**config.mk**
```make
export PLATFORM = sky130hd
export DESIGN_NAME = pwm_dac14
export DESIGN_NICKNAME = d
export VERILOG_FILES = /design/src/rtl/pwm_dac14.sv
export SDC_FILE = /design/constraint.sdc
export NUM_CORES = 1
export LEC_CHECK = 0
export ABC_AREA = 0
export BUFFER_PORTS_ARGS = -buffer_cell sky130_fd_sc_hd__buf_2
export CORE_MARGIN = 2
export CORE_UTILIZATION = 25
export CTS_CLUSTER_SIZE = 14
export DETAILED_ROUTE_END_ITERATION = 10
export PLACE_DENSITY_LB_ADDON = 0.1
export SLEW_MARGIN = 20
export SYNTH_ARGS = -nofsm -noshare
export SYNTH_HDL_FRONTEND = slang
export SYNTH_SLANG_ARGS = --single-unit
```
**constraint.sdc**
```tcl
create_clock -name clk -period 6.12 [get_ports clk]
set_input_delay 1.224 -clock clk [delete_from_list [all_inputs] [get_ports clk]]
set_output_delay 1.224 -clock clk [all_outputs]
set_load 0.01 [all_outputs]
```
**src/rtl/pwm_dac14.sv**
```systemverilog
module pwm_dac14 #(
  parameter int DW = 14
) (
  input  logic          clk,
  input  logic          rst_n,
  input  logic          tick_en,
  input  logic          clk_sel,
  input  logic          frame_sel,
  input  logic          invert,
  input  logic          wr_en,
  input  logic [DW-1:0] wr_data,
  output logic          pwm_out
);
  localparam int FI = DW - 6;   // index bits, short base cycles
  localparam int CI = DW - 8;   // index bits, long base cycles
  localparam int FP = DW - FI;  // position bits, short base cycles
  localparam int CP = DW - CI;  // position bits, long base cycles

  logic [DW-1:0] dreg, shd, cnt;
  logic          cfs_s, os_s, ph;
  logic [FI-1:0] idx, rev, rem;
  logic [CP-1:0] pos;
  logic [CP:0]   upper, width;
  logic          active;

  wire tick = tick_en && (!clk_sel || ph);
  wire wrap = tick && (cnt == '1);

  always_ff @(posedge clk) begin
    if (!rst_n) begin
      dreg  <= '0;
      shd   <= '0;
      cnt   <= '0;
      cfs_s <= 1'b0;
      os_s  <= 1'b0;
      ph    <= 1'b0;
    end else begin
      if (wr_en) dreg <= wr_data;
      if (tick_en && clk_sel) ph <= ~ph;
      if (tick) cnt <= cnt + 1'b1;
      if (wrap) begin
        shd   <= dreg;
        cfs_s <= frame_sel;
        os_s  <= invert;
      end
    end
  end

  always_comb begin
    rev = '0;
    if (!cfs_s) begin
      idx   = cnt[DW-1 -: FI];
      pos   = CP'(cnt[FP-1:0]);
      upper = (CP+1)'(shd[DW-1:FI]);
      rem   = shd[FI-1:0];
      for (int k = 0; k < FI; k++) rev[k] = idx[FI-1-k];
    end else begin
      idx   = FI'(cnt[DW-1 -: CI]);
      pos   = cnt[CP-1:0];
      upper = (CP+1)'(shd[DW-1:CI]);
      rem   = FI'(shd[CI-1:0]);
      for (int k = 0; k < CI; k++) rev[k] = idx[CI-1-k];
    end
    width  = upper + {{CP{1'b0}}, (rev < rem)};
    active = (upper != '0) && ({1'b0, pos} < width);
  end

  assign pwm_out = active ~^ os_s;
endmodule

```
==> flow_summary.html <==
<table>
<tr><th>Metric</th><th>Value</th></tr>
<tr><th colspan="2">Yosys</th></tr>
<tr><td>Post-synth EDFFs</td><td>0</td></tr>
<tr><td>Main synth FF type</td><td>dfxtp_1</td></tr>
<tr><td>Synthesized net count</td><td>328</td></tr>
<tr><td>Leading area contributor after synthesis</td><td>dfxtp_1</td></tr>
<tr><td>Mean instance size in the synthesized netlist</td><td>8.62 µm²</td></tr>
<tr><td>Netlist cell types</td><td>40</td></tr>
<tr><td>Dominant cells by area after synthesis</td><td>dfxtp_1 36%, ha_1 8.5%, mux2i_1 7.6%, o21ai_0 5.0%, nand3_1 4.8%</td></tr>
<tr><td>Share of synthesized area occupied by flip-flops and latches</td><td>0.360</td></tr>
<tr><td>Asr flop ratio synth</td><td>0</td></tr>
<tr><td>Flops &amp; latches, synth</td><td>45</td></tr>
<tr><td>Warnings, synthesis</td><td>0</td></tr>
<tr><td>Area share of the leading cell type in the synthesized netlist</td><td>0.360</td></tr>
<tr><td>Number of instances in the synthesized netlist</td><td>290</td></tr>
<tr><td>Total standard cell area after synthesis</td><td>0.00250 mm²</td></tr>
<tr><th colspan="2">Finish</th></tr>
<tr><td>Top library cells by usage in the layout, fill and taps aside</td><td>45 x dfxtp_1, 30 x nand2_1, 25 x o21ai_0</td></tr>
<tr><td>Area used by sequential logic in the layout</td><td>901 µm²</td></tr>
<tr><td>Number of fillers in the final layout</td><td>1,088</td></tr>
<tr><td>Combined area of the multi-input logic cells</td><td>0.00148 mm²</td></tr>
<tr><td>Share of layout cells above drive strength 1</td><td>0.123</td></tr>
<tr><td>Post-Layout Cell Count</td><td>435</td></tr>
<tr><td>Relative area change from synthesis to final layout</td><td>11.6%</td></tr>
<tr><td># diodes</td><td>0</td></tr>
<tr><td>Final nets</td><td>339</td></tr>
<tr><td>Post-layout utilization of the core</td><td>0.287</td></tr>
<tr><td>Layout Cell Area excl Fill</td><td>0.00279 mm²</td></tr>
<tr><td>Most frequent standard cell in the layout excluding fill and tap cells</td><td>dfxtp_1</td></tr>
<tr><th colspan="2">Worst setup path</th></tr>
<tr><td>Arrival time at the worst endpoint</td><td>4240 ps</td></tr>
<tr><td>Largest fanout on the critical path</td><td>24</td></tr>
<tr><td>Critical Path Source Type</td><td>flop</td></tr>
<tr><td>Endpoint class of the critical path</td><td>primary output</td></tr>
<tr><td>CP Class</td><td>flop to primary output</td></tr>
<tr><td>Required time at the worst-slack endpoint</td><td>4900 ps</td></tr>
<tr><th colspan="2">Power and ir drop</th></tr>
<tr><td>Leakage power</td><td>1.07 nW</td></tr>
<tr><td>Total Power</td><td>0.529 mW</td></tr>
<tr><td>Largest vdd supply drop</td><td>0.0000796 V</td></tr>
<tr><td>Power per cell area</td><td>190 mW/mm²</td></tr>
<tr><th colspan="2">Placed design</th></tr>
<tr><td># placed instances</td><td>426</td></tr>
<tr><td>Estimated wirelength of the detail-placed design</td><td>3.64 mm</td></tr>
<tr><td>Setup WS pre-CTS</td><td>984 ps</td></tr>
<tr><td>Post-detailed-placement cell area</td><td>0.00269 mm²</td></tr>
<tr><td>Count of buffers from port buffering</td><td>21</td></tr>
<tr><td>Placer's final routability congestion estimate</td><td>0.807</td></tr>
<tr><th colspan="2">Clocking</th></tr>
<tr><td>Root Driver</td><td>clkbuf_8</td></tr>
<tr><td>Clock-pin slew on the worst setup and hold paths</td><td>100 ps</td></tr>
<tr><td>Number of hold buffers added after CTS</td><td>0</td></tr>
<tr><td>Latest clock arrival within the worst-skew pair</td><td>300 ps</td></tr>
<tr><td>Post-CTS setup repair buffer count</td><td>0</td></tr>
<tr><td>Clock tree buffer depth</td><td>2</td></tr>
<tr><td>Number of buffers created by CTS</td><td>5</td></tr>
<tr><td>TritonCTS clock tree</td><td>built</td></tr>
<tr><td>Gates resized, CTS repair</td><td>0</td></tr>
<tr><td>H-tree levels</td><td>2</td></tr>
<tr><td>Num Clock Sinks</td><td>45</td></tr>
<tr><th colspan="2">GRT</th></tr>
<tr><td>Global-route total usage across every layer</td><td>0.101</td></tr>
<tr><td>Pin count of the biggest net entering global routing</td><td>62</td></tr>
<tr><td>Antenna violations before repair</td><td>0</td></tr>
<tr><td>Wire length of the first global-routing pass</td><td>8.98 mm</td></tr>
<tr><td>Gr ovfl total</td><td>0</td></tr>
<tr><td>Via count of the first global-routing pass</td><td>1,864</td></tr>
<tr><th colspan="2">Floorplan</th></tr>
<tr><td>Total die area</td><td>0.0108 mm²</td></tr>
<tr><td>Die X</td><td>104 µm</td></tr>
<tr><td>Die Y-Extent</td><td>104 µm</td></tr>
<tr><td>Area of the core</td><td>0.00973 mm²</td></tr>
<tr><td>Number of primary I/O pins</td><td>22</td></tr>
<tr><td>Starting density of the core</td><td>0.257</td></tr>
<tr><td>Std cell rows</td><td>36</td></tr>
<tr><th colspan="2">STA</th></tr>
<tr><td>Measured slew at the worst slew-check pin</td><td>993 ps</td></tr>
<tr><td>Final setup violation count</td><td>0</td></tr>
<tr><td>RSZ-0062 raised after global routing</td><td>no</td></tr>
<tr><td>Post-layout minimum cycle time</td><td>5460 ps</td></tr>
<tr><td>Number of hold-slack violations in the final timing report</td><td>0</td></tr>
<tr><td>Final worst setup slack</td><td>660 ps</td></tr>
<tr><td>Worst slew margin relative to its limit</td><td>0.338</td></tr>
<tr><td>Fin crit share</td><td>0.892</td></tr>
<tr><td>Final Slew Violations</td><td>0</td></tr>
<tr><td>Worst Hold Margin</td><td>450 ps</td></tr>
<tr><td>Total negative slack</td><td>0 ps</td></tr>
<tr><td>Layout Skew</td><td>9.37 ps</td></tr>
<tr><td>Maximum clock frequency</td><td>0.183 GHz</td></tr>
<tr><th colspan="2">Detailed routing</th></tr>
<tr><td>Pre-Repair DR Iteration Count</td><td>4</td></tr>
<tr><td>Vias/cell</td><td>4.44</td></tr>
<tr><td>Remaining antenna violation count after routing</td><td>0</td></tr>
<tr><td>DR iter-0 viols</td><td>63</td></tr>
<tr><td>Overall via count from detail_route</td><td>1,933</td></tr>
<tr><td>Post-route DRC violation count</td><td>0</td></tr>
<tr><td>Detail-routed net length per standard cell</td><td>11.8 µm</td></tr>
<tr><td>Final wirelength</td><td>5.12 mm</td></tr>
<tr><th colspan="2">Outcome</th></tr>
<tr><td>Status</td><td>finished clean</td></tr>
<tr><th colspan="2">Min path</th></tr>
<tr><td>Worst min path class</td><td>flop to flop</td></tr>
<tr><th colspan="2">Job</th></tr>
<tr><td>Count of maximum capacitance violations</td><td>0</td></tr>
</table>
-- per-layer routing --
metal | GRT usage | part of all wire
met5 | 0 | 0
met1 | 0.138 | 0.49
met4 | 0.0347 | 0.013
met2 | 0.158 | 0.46
met3 | 0.0232 | 0.029
-- sequential cells by signal (all words and copies together) (netlist names) --
name	flops
ph	1
cnt	14
cfs_s	1
os_s	1
dreg	14
shd	14
-- cell families (layout without fill, tap and decap cells) --
family          after synthesis  count (layout)  share of synthesized area
simple gates                118             118                      0.263
buf+inv                      28              40                     0.0500
xor+xnor                     15              15                     0.0525
mux                          21              21                     0.0850
fa+ha+maj                    17              17                     0.0850
compound gates               46              46                      0.105
flops                        45              45                      0.360
-- report_power, final --
part / switching, mW / internal (mW) / total [mW]
combinational: 0.0160 / 0.0160 / 0.0319
clock: 0.112 / 0.0812 / 0.193
sequential: 0.00456 / 0.300 / 0.304
total: 0.132 / 0.397 / 0.529
-- final timing paths --
kind                            endpoint  slack (ps)  cells after the start   start
worst max register to register   shd[10]        4300                      6  cnt[0]
worst max-delay path             pwm_out         660                     16   cfs_s
worst min-delay path              shd[1]         450                      2  shd[1]
worst min register to register    shd[1]         450                      2  shd[1]
-- worst max-delay path, stage by stage, from the launching register on --
cell	delay [ps]
dfxtp_1	820
nor2b_1	110
ha_1	340
a21o_1	180
a31oi_1	160
ha_1	250
ha_1	230
nand2_1	120
o211ai_1	180
o21a_1	170
ha_1	240
a2111oi_0	390
nand2_1	90
a31oi_1	160
o21ai_0	170
xor2_1	180
buf_2	160
-- Yosys cell counts, types with 2 or more instances --
master    number
o21ai_1        2
a21boi_0       4
xor2_1         6
xnor2_1        9
a21o_1         3
buf_6          2
ha_1          17
mux2i_1       19
inv_1         10
o211ai_1       2
nor2_1         7
dfxtp_1       45
clkbuf_1      11
and3_1         2
mux2_2         2
o21ai_0       25
nor2b_1       18
a21oi_1        6
nand2b_1       4
and2_1        12
nand4_1        4
nand3_1       24
nor3_1         3
buf_2          3
nand2_1       30
a31oi_1        2
or3_1          5
-- area by class of cell --
| class | count | share of cell area |
|---|---|---|
| clock buffer | 5 | 0.0247 |
| clock inverter | 3 | 0.00762 |
| inverter | 10 | 0.0135 |
| multi-input combinational | 217 | 0.529 |
| sequential | 45 | 0.323 |
| tap | 133 | 0.0596 |
| timing repair buffer | 22 | 0.0430 |
(Power assumes the default switching activity.)
